--- src/rtl/lcd_bus_pkg.sv ---
package lcd_bus_pkg;

  typedef enum logic [2:0] {
    PH_IDLE,
    PH_SETUP,
    PH_HIGH,
    PH_HOLD,
    PH_GAP
  } phase_t;

  // Strobes from the sequencer to the datapath.
  typedef struct packed {
    logic load;     // take the request fields
    logic enable;   // registered strobe level
    logic window;   // setup/high/hold span of the current cycle
    logic capture;  // last clock of strobe high
    logic finish;   // last clock of hold
  } strobe_t;

  function automatic int nsToCycles(input int ns, input int periodNs);
    return (ns + periodNs - 1) / periodNs;
  endfunction

  function automatic int maxOf(input int a, input int b);
    return (a > b) ? a : b;
  endfunction

endpackage

--- src/rtl/lcd_bus_ctrl.sv ---
module lcd_bus_ctrl
  import lcd_bus_pkg::*;
#(
  parameter int CLK_NS        = 4,
  parameter int CYCLE_NS      = 1200,
  parameter int PULSE_NS      = 140,
  parameter int ADDR_SETUP_NS = 0,
  parameter int ADDR_HOLD_NS  = 10,
  parameter int DATA_SETUP_NS = 40,
  parameter int DATA_HOLD_NS  = 10,
  parameter int READ_DELAY_NS = 100
) (
  input  logic    clk,
  input  logic    rst,
  input  logic    reqValid,
  output logic    reqReady,
  output strobe_t strobe
);

  localparam int SETUP_CYC = maxOf(1, nsToCycles(ADDR_SETUP_NS, CLK_NS));
  localparam int HIGH_CYC  = maxOf(maxOf(nsToCycles(PULSE_NS, CLK_NS),
                                         nsToCycles(DATA_SETUP_NS, CLK_NS)),
                                   nsToCycles(READ_DELAY_NS, CLK_NS) + 1);
  localparam int HOLD_CYC  = maxOf(1, nsToCycles(maxOf(ADDR_HOLD_NS, DATA_HOLD_NS), CLK_NS));
  localparam int BASE_CYC  = SETUP_CYC + HIGH_CYC + HOLD_CYC + 1;
  localparam int CYCLE_CYC = maxOf(nsToCycles(CYCLE_NS, CLK_NS), BASE_CYC);
  localparam int GAP_CYC   = CYCLE_CYC - BASE_CYC;
  localparam int CNT_W     = $clog2(CYCLE_CYC + 1);
  localparam bit HAS_GAP   = (GAP_CYC > 0);

  localparam logic [CNT_W-1:0] SETUP_LD = CNT_W'(SETUP_CYC - 1);
  localparam logic [CNT_W-1:0] HIGH_LD  = CNT_W'(HIGH_CYC - 1);
  localparam logic [CNT_W-1:0] HOLD_LD  = CNT_W'(HOLD_CYC - 1);
  localparam logic [CNT_W-1:0] GAP_LD   = CNT_W'(HAS_GAP ? GAP_CYC - 1 : 0);

  phase_t phase, phaseNext;
  logic [CNT_W-1:0] cnt, cntNext;
  logic enableQ, windowQ;
  logic cntZero;

  assign cntZero = (cnt == '0);

  always_comb begin
    phaseNext = phase;
    cntNext   = cntZero ? cnt : cnt - 1'b1;
    unique case (phase)
      PH_IDLE: begin
        if (reqValid) begin
          phaseNext = PH_SETUP;
          cntNext   = SETUP_LD;
        end
      end
      PH_SETUP: begin
        if (cntZero) begin
          phaseNext = PH_HIGH;
          cntNext   = HIGH_LD;
        end
      end
      PH_HIGH: begin
        if (cntZero) begin
          phaseNext = PH_HOLD;
          cntNext   = HOLD_LD;
        end
      end
      PH_HOLD: begin
        if (cntZero) begin
          phaseNext = HAS_GAP ? PH_GAP : PH_IDLE;
          cntNext   = GAP_LD;
        end
      end
      PH_GAP: begin
        if (cntZero) phaseNext = PH_IDLE;
      end
      default: begin
        phaseNext = PH_IDLE;
        cntNext   = '0;
      end
    endcase
  end

  always_ff @(posedge clk) begin
    if (rst) begin
      phase   <= PH_IDLE;
      cnt     <= '0;
      enableQ <= 1'b0;
      windowQ <= 1'b0;
    end else begin
      phase   <= phaseNext;
      cnt     <= cntNext;
      enableQ <= (phaseNext == PH_HIGH);
      windowQ <= (phaseNext == PH_SETUP) || (phaseNext == PH_HIGH) || (phaseNext == PH_HOLD);
    end
  end

  assign reqReady       = (phase == PH_IDLE);
  assign strobe.load    = (phase == PH_IDLE) && reqValid;
  assign strobe.enable  = enableQ;
  assign strobe.window  = windowQ;
  assign strobe.capture = (phase == PH_HIGH) && cntZero;
  assign strobe.finish  = (phase == PH_HOLD) && cntZero;

  // Checker state: clocks since the previous rising strobe edge.
  logic [CNT_W-1:0] sinceRise;
  logic enPrev, seenRise;
  always_ff @(posedge clk) begin
    if (rst) begin
      sinceRise <= '0;
      enPrev    <= 1'b0;
      seenRise  <= 1'b0;
    end else begin
      enPrev <= enableQ;
      if (enableQ && !enPrev) begin
        sinceRise <= CNT_W'(1);
        seenRise  <= 1'b1;
      end else if (sinceRise != CNT_W'(CYCLE_CYC)) begin
        sinceRise <= sinceRise + 1'b1;
      end
    end
  end

  a_r7_cycle_time: assert property (@(posedge clk) disable iff (rst)
    (enableQ && !enPrev && seenRise) |-> (sinceRise >= CNT_W'(CYCLE_CYC)));

  a_r2_busy_no_ready: assert property (@(posedge clk) disable iff (rst)
    windowQ |-> !reqReady);

endmodule

--- src/rtl/lcd_bus_dpath.sv ---
module lcd_bus_dpath
  import lcd_bus_pkg::*;
#(
  parameter int DATA_W = 8
) (
  input  logic              clk,
  input  logic              rst,
  input  strobe_t           strobe,
  input  logic              reqRs,
  input  logic              reqRead,
  input  logic [DATA_W-1:0] reqWdata,
  input  logic [DATA_W-1:0] lcdDataIn,
  output logic              lcdRs,
  output logic              lcdRw,
  output logic              lcdE,
  output logic [DATA_W-1:0] lcdDataOut,
  output logic              lcdDataOe,
  output logic              done,
  output logic [DATA_W-1:0] rdata
);

  logic              rsQ, rwQ, doneQ;
  logic [DATA_W-1:0] wdataQ, rdataQ;

  always_ff @(posedge clk) begin
    if (rst) begin
      rsQ    <= 1'b0;
      rwQ    <= 1'b0;
      wdataQ <= '0;
      rdataQ <= '0;
      doneQ  <= 1'b0;
    end else begin
      if (strobe.load) begin
        rsQ    <= reqRs;
        rwQ    <= reqRead;
        wdataQ <= reqWdata;
      end
      if (strobe.capture && rwQ) rdataQ <= lcdDataIn;
      doneQ <= strobe.finish;
    end
  end

  assign lcdRs      = rsQ;
  assign lcdRw      = rwQ;
  assign lcdE       = strobe.enable;
  assign lcdDataOut = wdataQ;
  assign lcdDataOe  = strobe.window && !rwQ;
  assign done       = doneQ;
  assign rdata      = rdataQ;

  // bus fields frozen across the whole setup/high/hold span.
  a_r4_fields_frozen: assert property (@(posedge clk) disable iff (rst)
    (strobe.window && $past(strobe.window)) |-> ($stable(rsQ) && $stable(rwQ) && $stable(wdataQ)));

  a_r4_hold_after_fall: assert property (@(posedge clk) disable iff (rst)
    $fell(strobe.enable) |-> ($stable(rsQ) && $stable(rwQ) && strobe.window));

  a_r8_done_single: assert property (@(posedge clk) disable iff (rst)
    doneQ |=> !doneQ);

  a_r8_write_keeps_rdata: assert property (@(posedge clk) disable iff (rst)
    (strobe.window && !rwQ) |=> $stable(rdataQ));

endmodule

--- src/rtl/lcd_bus_engine.sv ---
module lcd_bus_engine
  import lcd_bus_pkg::*;
#(
  parameter int DATA_W        = 8,
  parameter int CLK_NS        = 4,
  parameter int CYCLE_NS      = 1200,
  parameter int PULSE_NS      = 140,
  parameter int ADDR_SETUP_NS = 0,
  parameter int ADDR_HOLD_NS  = 10,
  parameter int DATA_SETUP_NS = 40,
  parameter int DATA_HOLD_NS  = 10,
  parameter int READ_DELAY_NS = 100
) (
  input  logic              clk,
  input  logic              rst,
  input  logic              reqValid,
  output logic              reqReady,
  input  logic              reqRs,
  input  logic              reqRead,
  input  logic [DATA_W-1:0] reqWdata,
  output logic              done,
  output logic [DATA_W-1:0] rdata,
  output logic              lcdRs,
  output logic              lcdRw,
  output logic              lcdE,
  output logic [DATA_W-1:0] lcdDataOut,
  output logic              lcdDataOe,
  input  logic [DATA_W-1:0] lcdDataIn
);

  strobe_t strobe;

  lcd_bus_ctrl #(
    .CLK_NS(CLK_NS), .CYCLE_NS(CYCLE_NS), .PULSE_NS(PULSE_NS),
    .ADDR_SETUP_NS(ADDR_SETUP_NS), .ADDR_HOLD_NS(ADDR_HOLD_NS),
    .DATA_SETUP_NS(DATA_SETUP_NS), .DATA_HOLD_NS(DATA_HOLD_NS),
    .READ_DELAY_NS(READ_DELAY_NS)
  ) ctrl_i (
    .clk(clk), .rst(rst), .reqValid(reqValid), .reqReady(reqReady), .strobe(strobe)
  );

  lcd_bus_dpath #(.DATA_W(DATA_W)) dpath_i (
    .clk(clk), .rst(rst), .strobe(strobe),
    .reqRs(reqRs), .reqRead(reqRead), .reqWdata(reqWdata), .lcdDataIn(lcdDataIn),
    .lcdRs(lcdRs), .lcdRw(lcdRw), .lcdE(lcdE), .lcdDataOut(lcdDataOut),
    .lcdDataOe(lcdDataOe), .done(done), .rdata(rdata)
  );

  a_r6_no_drive_on_read: assert property (@(posedge clk) disable iff (rst)
    (lcdE && lcdRw) |-> !lcdDataOe);

  a_r1_idle_quiet: assert property (@(posedge clk) disable iff (rst)
    reqReady |-> (!lcdE && !lcdDataOe));

endmodule

--- config.mk ---
export PLATFORM = sky130hd
export DESIGN_NAME = lcd_bus_engine
export DESIGN_NICKNAME = d
export VERILOG_FILES = /design/src/rtl/lcd_bus_pkg.sv /design/src/rtl/lcd_bus_ctrl.sv /design/src/rtl/lcd_bus_dpath.sv /design/src/rtl/lcd_bus_engine.sv
export SDC_FILE = /design/constraint.sdc
export NUM_CORES = 1
export LEC_CHECK = 0
export ABC_CLOCK_PERIOD_IN_PS = 3500
export BUFFER_PORTS_ARGS = -buffer_cell sky130_fd_sc_hd__buf_4
export CORE_MARGIN = 2
export CORE_UTILIZATION = 50
export DETAILED_ROUTE_END_ITERATION = 16
export MAX_ROUTING_LAYER = met4
export PLACE_DENSITY = 0.78
export SYNTH_ARGS = -nofsm -noshare
export SYNTH_HDL_FRONTEND = slang
export SYNTH_SLANG_ARGS = --single-unit
--- constraint.sdc ---
create_clock -name clk -period 3.5 [get_ports clk]
set_clock_uncertainty 0.1 [all_clocks]
set_input_delay 0 -clock clk [delete_from_list [all_inputs] [get_ports clk]]
set_output_delay 0 -clock clk [all_outputs]
set_load 0.01 [all_outputs]
### Word-level counts from Yosys, hierarchy flattened

Cells that the tools add are included.

| word-level totals | value |
|---|---|
| bits in registers | 33 |
| memory bits (writable) | 0 |
| ROM bits | 0 |
| logic and storage cells | 39 |
| memories kept | 0 |
| latch bits | 0 |
| input bits | 21 |
| output and inout port bits | 22 |

| operators by class | value |
|---|---|
| $add $sub $neg | 1 |
| shifts and indexed selects | 0 |
| bitwise logic cells | 0 |
| reduce and logical (&&, ||, !) cells | 10 |
| multiplexer cells | 12 |
| multiply operators | 0 |
| $lt $le $gt $ge | 0 |
| div/mod/pow operators | 0 |
| equality and inequality tests | 7 |

Operator list:

| kind | number |
|---|---|
| 2-to-1 mux 9 bit | 5 |
| one-hot mux 9 bit (5 select lines) | 1 |
| 2-to-1 mux 3 bit | 5 |
| one-hot mux 3 bit (5 select lines) | 1 |
| equality test 3 x 2 -> 1 bit (second input constant) | 4 |
| logical NOT 9 bit | 1 |
| subtractor 9 x 1 -> 9 bit (second input constant) | 1 |
| equality test 3 x 1 -> 1 bit (second input constant) | 2 |
| logical AND 1 bit | 5 |
| equality test 3 bit (second input constant) | 1 |
| logical NOT 3 bit | 1 |
| logical OR 1 bit | 2 |
| logical NOT 1 bit | 1 |

### Logic depth before layout (Yosys ltp)

Gate-level depths: netlist of the first run.

| depth | value |
|---|---|
| word-level depth | 6 |
| depth in mapped cells | 9 |
| depth with buffers taken out | 8 |

### Hierarchy

From an unflattened synthesis of the first run, not the netlist that was laid out.

| unflattened totals | value |
|---|---|
| cell total of the unflattened synthesis | 170 |
| area total of the unflattened synthesis | 1620.3 sq um |

By module, submodules not included:

| module | area an instance (sq um) | seq. area each (sq um) | cells each | instances |
|---|---|---|---|---|
| lcd_bus_ctrl | 855.8 | 280.3 | 97 | 1 |
| lcd_bus_dpath | 764.5 | 380.4 | 73 | 1 |

### Least setup slack after synthesis of the first run

OpenSTA, ideal clock, no wires.

| timing path | value |
|---|---|
| path kind | register to register |
| start | register ctrl_i.cnt[0] |
| end | register ctrl_i.cnt[0] |
| required time | 3.285 ns |
| cell stages (with the launch flop) | 10 |
| path slack | 1.264 ns |
| data arrival time | 2.021 ns |
| period minus slack after synthesis | 2.236 ns |
| setup time | 0.115 ns |
| cells stage by stage | dfxtp_1 > inv_1 > ha_1 > or4b_1 > buf_2 > nor3_2 > inv_1 > ha_1 > o22ai_1 > o21a_1 |

| between the ends | value |
|---|---|
| longest elaborated chain between the ends | 4 |
| elaborated cells on any way between the ends | 8 |
| those cells by class | add/sub: 1; mux: 6; reduce/logical: 1 |

Ends and longest elaborated chain:

| element | RTL line | text |
|---|---|---|
| start: declaration | lcd_bus_ctrl.sv:37 | `logic [CNT_W-1:0] cnt, cntNext;` |
| start signal: assignment | lcd_bus_ctrl.sv:89 | `cnt <= cntNext;` |
| subtractor 9 x 1 -> 9 bit or logical NOT 9 bit (tied branches) | lcd_bus_ctrl.sv:45, lcd_bus_ctrl.sv:41 |  |
| 2-to-1 mux 9 bit | lcd_bus_ctrl.sv:45 | `cntNext = cntZero ? cnt : cnt - 1'b1;` |
| 2-to-1 mux 9 bit, on equally long branches | - |  |
| one-hot mux 9 bit (5 select lines) * | lcd_bus_ctrl.sv:46 | `unique case (phase)` |

Every way passes the cells marked *; elsewhere a longest branch is shown, timed or not.
A chain may end at the register's enable or synchronous reset.

### Worst setup path in the final report of the first run

| timing path | value |
|---|---|
| start | register ctrl_i.cnt[0] |
| end | register dpath_i.rdataQ[7], in the netlist dpath_i.rdata[7] |

| between the ends | value |
|---|---|
| longest elaborated chain between the ends | 3 |

Ends and longest elaborated chain:

| element | RTL line | text |
|---|---|---|
| logical NOT 9 bit | lcd_bus_ctrl.sv:41 | `assign cntZero = (cnt == '0);` |
| logical AND 1 bit | lcd_bus_ctrl.sv:99 | `assign strobe.capture = (phase == PH_HIGH) && cntZero;` |
| logical AND 1 bit | lcd_bus_dpath.sv:38 | `if (strobe.capture && rwQ) rdataQ <= lcdDataIn;` |
| end signal: assignment | lcd_bus_dpath.sv:38 |  |
| end: declaration | lcd_bus_dpath.sv:23 | `logic [DATA_W-1:0] wdataQ, rdataQ;` |

Every way passes these cells.

==> metrics.csv, run 1 <==
metric,value,unit
status,"finished, violations left",
failing checks,design-rule violations,
routability cong.,0.833,
hpwl dp,2510,um
drc violations,1,
via count,1527,
Die Wd,58.7,um
CP Launch Type,flip-flop,
pin count of the biggest net entering global routing,26,
synthesized area,1500,sq um
Hold WC Path Type,flip-flop to flip-flop,
met3 WL post-DR,184,um
Layout fillers,180,
vias in the first global route,1557,
CP Max Fanout,8,
WS Path Type,flip-flop to flip-flop,
CTS Hold Bufs,38,
highest-count cells in the layout ignoring fill and taps,"buf_4 (42), dlygate4sd3_1 (38), dfxtp_1 (33)",
worst-skew pair later-pin latency,0.33,ns
CTS clock-pin slew for the worst setup and hold paths,0.09,ns
CTS Buf Count,5,
setup repair after global routing missed its margin,no,
Worst EP arrival,3.23,ns
port bufs,42,
WL met2,2260,um
PD cells,711,nW/um^2
Synthesis Warnings,0,
Detailed Route Iter0 Violations,45,
area of the multi-input gates,773,sq um
setup violators final,0,
Initial Util,0.533,
# diodes,0,
Ports,43,
TritonCTS Sinks,33,
Leak,0.978,nW
Synth Register Bits,33,
Placed Instances,234,
GRT Total Usage,0.267,
die area,3440,sq um
TNS Setup,0,ns
sequential element share of the synthesized area,0.442,
fin crit share,0.889,
first-pass GRT wire length,6670,um
Cells after Synth,171,
Rows,19,
Final #Nets,273,
Power Total,1.60,mW
post-route ant nets,0,
drt pass-1 iters,10,
core area,2810,sq um
H-tree depth,2,
DIE HEIGHT,58.7,um
post-place setup slack,0.999,ns
"most common cell after layout, fill and taps aside",buf_4,
final wirelength,4180,um
fin worst setup slack,0.387,ns
Peak VDD IR,0.420,mV
"Avg Cell Area, Syn",8.74,sq um
Wirelength per Cell,15.0,um
Post-CTS Setup Bufs,0,
final slew viol count,0,
P&R area growth vs syn,50.2,%
final worst path period need,3.11,ns
Via density,5.47,
Clock Path Buffers,2,
Least-Margin Pin Slew,0.724,ns
CTS resizes,0,
Non-Filler Instances,279,
Highest Signal Layer,met4,
met1 wire length,1620,um
initial antenna violation count,0,
"Distinct cells, synth",39,
Critical Path RT,3.61,ns
layout cell share with drive strength beyond 1,0.222,
Slew HR,0.514,
root buf cell,clkbuf_4,
max-cap violations,0,
total area of sequential cells,661,sq um
syn nets,196,
crit end category,flip-flop,
Hold Fails Final Rpt,0,
max frequency,321,MHz
GRT overflow,0,
TritonCTS clock tree,built,
## cell usage after synthesis (all sizes together)
cell type	number	share of area
a2111oi	2	0.012
a21boi	1	0.0050
a21o	1	0.0050
a21oi	18	0.060
a31oi	2	0.0084
and3	1	0.0042
buf	1	0.0033
clkbuf	9	0.023
dfxtp	33	0.44
ha	4	0.033
inv	6	0.015
mux2i	9	0.060
nand2	23	0.058
nand2b	3	0.013
nand3	1	0.0033
nand4b	1	0.0059
nor2	16	0.040
nor2b	7	0.029
nor3	4	0.017
nor3b	1	0.0050
nor4	2	0.023
o211ai	1	0.0050
o21a	1	0.0050
o21ai	1	0.0033
o21ba	1	0.0067
o22ai	1	0.0042
o311ai	2	0.012
o31ai	2	0.010
o32ai	1	0.0059
o41ai	1	0.0059
or2	2	0.0084
or3	6	0.025
or4b	2	0.013
or4bb	1	0.0075
xnor2	3	0.018
xor2	1	0.0059
## per-stage QoR
| step | util | hold WS (ns) | cell area [sq um] |
|---|---|---|---|
| floorplan | - | 0.0360 | 1500 |
| global placement | 0.645 | 0.134 | 1810 |
| detailed placement | 0.645 | 0.140 | 1810 |
| CTS | 0.801 | 0.433 | 2250 |
| global route | 0.801 | 0.481 | 2250 |
| finish | 0.801 | 0.435 | 2250 |
## critical path, cell delays in order, from the launching register on
cell and delay [ns]:
dfxtp_1 0.33, inv_1 0.11, ha_1 0.21, or4b_1 0.62
nor4_4 0.71, mux2i_1 0.27, nor2_1 0.07, dlygate4sd3_1 0.58
## final cells by class
cell class              instances  area share
multi-input cells             122       0.344
repair buffers                 80       0.310
flip-flops and latches         33       0.294
clock buffers                   7      0.0245
well taps                      31      0.0173
inverters                       6      0.0100
## cell families after synthesis
logic type | share of synthesized area
AND/OR/NAND/NOR | 0.252
AO/OA/AOI/OAI | 0.148
flip-flops | 0.442
buffers and inverters | 0.0410
multiplexers | 0.0603
XOR/XNOR | 0.0234
adder cells (fa/ha/maj) | 0.0335
## sequential cells by signal (all words and copies together) (netlist names)
name                cells
dpath_i.rdata           8
dpath_i.lcdRs           1
ctrl_i.enableQ          1
dpath_i.lcdRw           1
ctrl_i.phase            3
dpath_i.lcdDataOut      8
dpath_i.done            1
ctrl_i.windowQ          1
ctrl_i.cnt              9
## layer usage
| layer | track usage | vias to the layer above |
|---|---|---|
| met5 | - | - |
| met4 | 0.133 | 0 |
| met3 | 0.0637 | 15 |
| met2 | 0.475 | 53 |
| met1 | 0.273 | 717 |
| li1 | - | 742 |
## power by group
group	leakage [nW]	total, mW	switching (mW)	internal, mW
registers	0.269	0.557	0.0956	0.461
clock network	0.0314	0.216	0.121	0.0948
logic	0.677	0.824	0.446	0.378
total	0.978	1.60	0.663	0.934
## path summary, 6_finish.rpt
path / cells after the start / start / slack, ns / end
worst max-delay path: 7 / ctrl_i.cnt[0]$_SDFF_PP0_ / 0.39 / dpath_i.rdata[7]$_SDFFE_PP0P_
worst max register to register: 7 / ctrl_i.cnt[0]$_SDFF_PP0_ / 0.39 / dpath_i.rdata[7]$_SDFFE_PP0P_
worst min-delay path: 2 / ctrl_i.cnt[3]$_SDFF_PP0_ / 0.44 / ctrl_i.cnt[3]$_SDFF_PP0_
worst min register to register: 2 / ctrl_i.cnt[3]$_SDFF_PP0_ / 0.44 / ctrl_i.cnt[3]$_SDFF_PP0_
Note: power is estimated with default switching activity, not from simulation.
==> run 2, diff against run 1 <==
==> constraint.sdc (replaced) <==
create_clock -name clk -period 3.5 [get_ports clk]
set_clock_uncertainty 0.1 [all_clocks]
set_input_delay 0.7 -clock clk [delete_from_list [all_inputs] [get_ports clk]]
set_output_delay 0.7 -clock clk [all_outputs]
set_load 0.01 [all_outputs]
==> metrics.csv, run 2 (synthesis gave the netlist of run 1 again) <==
metric,value,unit
TNS Setup,0,ns
CP Launch Type,flip-flop,
port bufs,42,
Peak VDD IR,0.385,mV
via count,1313,
Critical R2R Launch,ctrl_i.cnt[0]$_SDFF_PP0_,
clock power share,0.140,
Initial Util,0.533,
GRT overflow,0,
final wirelength,3330,um
Hold Path Origin,dpath_i.lcdDataOut[5]$_SDFFE_PP0P_,
Ports,43,
final slew viol count,0,
pin count of the biggest net entering global routing,26,
Hold Fails Final Rpt,0,
family with the most delay on the worst path,simple AND/OR/NAND/NOR gates,
Clock Path Buffers,2,
max frequency,402,MHz
Worst EP arrival,2.62,ns
DIE HEIGHT,58.7,um
CTS resizes,0,
switching part of the total,0.415,
sequential power share,0.364,
placed cell area,1810,sq um
highest-count cells in the layout ignoring fill and taps,"buf_4 (42), dfxtp_1 (33), nand2_1 (23)",
Wirelength per Cell,13.8,um
H-tree depth,2,
fin crit share,0.711,
failing checks,design-rule violations,
drc violations,1,
Hold WC Path Type,flip-flop to flip-flop,
post-route ant nets,0,
GRT Total Usage,0.214,
post-route core utilization,0.665,
max-cap violations,0,
slowest cell on the critical path,or4b_1,
CP Max Fanout,8,
Max stage delay on crit path,0.61,ns
routability cong.,0.833,
Least-Margin Pin Slew,0.690,ns
root buf cell,clkbuf_4,
Final #Nets,235,
P&R area growth vs syn,24.8,%
final worst path period need,2.49,ns
crit end category,flip-flop,
layout cell share with drive strength beyond 1,0.262,
status,"finished, violations left",
combinational share of power,0.496,
Post-CTS Setup Bufs,0,
PD cells,816,nW/um^2
worst-skew pair later-pin latency,0.33,ns
"Design Area, Final",1870,sq um
CTS Buf Count,5,
CP bufs+invs,2,
CTS clock-pin slew for the worst setup and hold paths,0.09,ns
vias in the first global route,1288,
Critical Path RT,3.63,ns
max FFs per register,9,
TritonCTS Sinks,33,
drt pass-1 iters,10,
Via density,5.45,
critical path launch point,ctrl_i.cnt[0]$_SDFF_PP0_,
setup violators final,0,
Detailed Route Iter0 Violations,36,
CTS Hold Bufs,0,
"most common cell after layout, fill and taps aside",buf_4,
Net Switching,632,uW
internal power,891,uW
core area,2810,sq um
Leak,0.775,nW
TritonCTS clock tree,built,
setup repair after global routing missed its margin,no,
WS Path Type,flip-flop to flip-flop,
CP Cell Sequence,inv_1 -> ha_1 -> or4b_1 -> nor3_2 -> inv_1 -> ha_1 -> o22ai_1 -> o21a_1,
die area,3440,sq um
Biggest register,ctrl_i.cnt,
hpwl dp,2510,um
Die Wd,58.7,um
# diodes,0,
Slew HR,0.536,
initial antenna violation count,0,
first-pass GRT wire length,5390,um
Rows,19,
## run 2: changes by cell type in the layout (fill, tap and decap cells not counted)
| cell | delta |
|---|---|
| dlygate4sd3_1 | -38 |
## run 2: final cells by class
cell class              count  area (sq um)
inverters                   6          22.5
flip-flops and latches     33           661
clock buffers               7          55.1
well taps                  31          38.8
repair buffers             42           315
multi-input cells         122           773
fillers                   248           940
## run 2: power groups by stage
stage	combinational [mW]	clock [mW]	sequential, mW
6_report	0.756	0.212	0.554
3_3_place_gp	0.726	0	0.556
2_1_floorplan	0.595	0	0.535
5_1_grt	0.852	0.235	0.567
3_5_place_dp	0.760	0	0.560
4_1_cts	0.762	0.217	0.553
## run 2: path summary, 6_finish.rpt
path / slack [ns] / cells past startpoint / to
max: 1.01 / 8 / ctrl_i.cnt[0]$_SDFF_PP0_
min: 0.36 / 2 / dpath_i.lcdDataOut[5]$_SDFFE_PP0P_
max reg2reg: 1.01 / 8 / ctrl_i.cnt[0]$_SDFF_PP0_
min reg2reg: 0.36 / 2 / dpath_i.lcdDataOut[5]$_SDFFE_PP0P_
## run 2: metal layers
metal | wire, um | share of wire | track usage | vias to the layer above
met5 | 0 | 0 | - | -
met4 | 38 | 0.011 | 0.0844 | 0
met3 | 161 | 0.048 | 0.0571 | 5
met2 | 1740 | 0.52 | 0.372 | 34
met1 | 1390 | 0.42 | 0.231 | 607
li1 | - | - | - | 667
## run 2: stage by stage
| stage | cells | power (mW) | hold slack, ns | setup WS, ns |
|---|---|---|---|---|
| 2_1_floorplan | 171 | 1.13 | 0.381 | 1.26 |
| 3_3_place_gp | 234 | 1.28 | 0.344 | 1.11 |
| 3_5_place_dp | 234 | 1.32 | 0.350 | 0.999 |
| 4_1_cts | 241 | 1.53 | 0.362 | 0.978 |
| 5_1_grt | 241 | 1.65 | 0.387 | 0.805 |
| 6_report | 241 | 1.52 | 0.363 | 1.01 |
## run 2: tightest hold or removal path, cell delays in order, from the launching register on
cell	delay, ns
dfxtp_1	0.32
nand2_1	0.05
a21oi_1	0.05
==> run 3, diff against run 2 <==
Settings changed: ABC_AREA from default to 1, ABC_CLOCK_PERIOD_IN_PS 3500 to 2500.
Clock period 3.5 ns to 2.5 ns, I/O delays scaled along.
==> metrics.csv, run 3 <==
metric,value,unit
Via density,5.05,
drc violations,1,
worst-skew pair later-pin latency,0.34,ns
Wirelength per Cell,11.4,um
failing checks,design-rule violations,
GRT Total Usage,0.208,
PD cells,1010,nW/um^2
combinational share of power,0.468,
CTS resizes,0,
post-route core utilization,0.661,
"area leader, netlist",dfxtp_1,
H-tree depth,2,
DIE HEIGHT,58.6,um
post-route ant nets,0,
switching part of the total,0.432,
slowest cell on the critical path,nor2_1,
vias in the first global route,1268,
Hold Path Origin,reqWdata[0],
crit end category,flip-flop,
core area,2810,sq um
Slew HR,0.571,
Non-Filler Instances,283,
pin count of the biggest net entering global routing,18,
fin crit share,0.814,
synthesized area,1490,sq um
CTS clock-pin slew for the worst setup and hold paths,0.10,ns
layout cell share with drive strength beyond 1,0.230,
# diodes,0,
internal power,1.06,mW
Least-Margin Pin Slew,0.642,ns
Hold Fails Final Rpt,0,
largest cells by area after synthesis,"dfxtp_1 (44%), nand2_1 (11%), nor2_1 (10%)",
final slew viol count,0,
Post-synth ARST share,0,
Post-CTS Setup Bufs,0,
final worst path period need,2.03,ns
highest-count cells in the layout ignoring fill and taps,"nand2_1 (43), buf_4 (42), nor2_1 (41)",
Synthesis Warnings,0,
WS Path Type,flip-flop to flip-flop,
synth cell count leaders,"nand2_1 (43), nor2_1 (41), dfxtp_1 (33)",
"Avg Cell Area, Syn",7.13,sq um
Net Switching,806,uW
GRT overflow,0,
max FFs per register,9,
Biggest register,ctrl_i.cnt,
"Distinct cells, synth",22,
max frequency,491,MHz
first-pass GRT wire length,5260,um
routability cong.,0.853,
CTS Buf Count,5,
CP Max Fanout,13,
Synth Register Bits,33,
via count,1429,
Ports,43,
Rows,19,
drt pass-1 iters,10,
die area,3430,sq um
placed cell area,1800,sq um
setup repair after global routing missed its margin,no,
syn nets,234,
CTS Hold Bufs,0,
most frequent cell after synthesis,nand2_1,
Max stage delay on crit path,0.50,ns
max-cap violations,0,
Leak,0.911,nW
Cells after Synth,209,
Hold WC Path Type,primary input to flip-flop,
Peak VDD IR,0.751,mV
Placed Instances,275,
Clock Path Buffers,2,
Worst EP arrival,2.15,ns
top_reg_cell synth,dfxtp_1,
CP Cell Sequence,nor2_2 -> nand2_1 -> nor2_1 -> inv_1 -> nand3_1 -> nor3_1,
initial antenna violation count,0,
Die Wd,58.6,um
TNS Setup,0,ns
number of synthesized flops with an enable pin,0,
root buf cell,clkbuf_4,
clock power share,0.153,
port bufs,42,
sequential power share,0.379,
"Design Area, Final",1850,sq um
TritonCTS Sinks,33,
Final #Nets,276,
CP Launch Type,flip-flop,
Detailed Route Iter0 Violations,65,
fin worst setup slack,0.465,ns
Initial Util,0.531,
TritonCTS clock tree,built,
post-place setup slack,0.372,ns
status,"finished, violations left",
final wirelength,3240,um
Critical Path RT,2.61,ns
hpwl dp,2360,um
area share of the largest cell type after synthesis,0.443,
"most common cell after layout, fill and taps aside",nand2_1,
P&R area growth vs syn,24.4,%
setup violators final,0,
Critical R2R Launch,ctrl_i.phase[1]$_SDFF_PP0_,
critical path launch point,ctrl_i.phase[1]$_SDFF_PP0_,
sequential element share of the synthesized area,0.443,
-- run 3: cell types whose count changed after synthesis, sizes merged, moves of 9 or more --
cell	previous run	this run
nor2	16	45
nand4	0	9
mux2i	9	0
nand3	1	10
nand2	23	43
inv	6	22
o21ai	1	14
-- run 3: cells by family (layout without fill, tap and decap cells) --
family	count (synthesis)	in the layout	share of synthesized area
buf+inv	29	72	0.0831
simple gates	112	112	0.327
compound gates	28	28	0.0957
xor+xnor	3	3	0.0176
flops	33	33	0.443
fa+ha+maj	4	4	0.0336
-- run 3: area by class of cell --
cell class              count  area (sq um)
fillers                   272           951
multi-input cells         147           706
flip-flops and latches     33           661
repair buffers             42           315
inverters                  22          82.6
clock buffers               6          41.3
well taps                  31          38.8
clock inverters             2          10.0
-- run 3: power by group through the flow --
stage                     logic, mW  registers [mW]  clock network [mW]
final                         0.873           0.707               0.285
after global routing          0.988           0.721               0.319
after CTS                     0.873           0.706               0.289
after detailed placement      0.869           0.717                   0
after global placement        0.858           0.718                   0
after floorplan               0.651           0.719                   0
-- run 3: worst paths after layout --
path / endpoint / depth (start not counted) / slack [ns]
worst min register to register: dpath_i.rdata[0]$_SDFFE_PP0P_ / 2 / 0.37
worst max-delay path: ctrl_i.cnt[3]$_SDFF_PP0_ / 6 / 0.47
worst max register to register: ctrl_i.cnt[3]$_SDFF_PP0_ / 6 / 0.47
worst min-delay path: dpath_i.lcdDataOut[0]$_SDFFE_PP0P_ / 3 / 0.28
-- run 3: metal layers --
metal / GRT usage / vias to the layer above / share of wire
met5: - / - / 0
met1: 0.258 / 631 / 0.47
li1: - / 753 / -
met3: 0.0747 / 6 / 0.069
met4: 0.0844 / 0 / 0.014
met2: 0.307 / 39 / 0.45
-- run 3: critical path, delay by kind of cell (launching register included) --
family,cells,cell delay (ns)
buf+inv,1,0.37
flops,1,0.36
simple gates,5,1.09
-- run 3: per-stage QoR --
step,power [mW],hold WS (ns)
floorplan,1.37,0.353
global placement,1.58,0.353
detailed placement,1.59,0.354
CTS,1.87,0.271
global route,2.03,0.280
finish,1.86,0.283
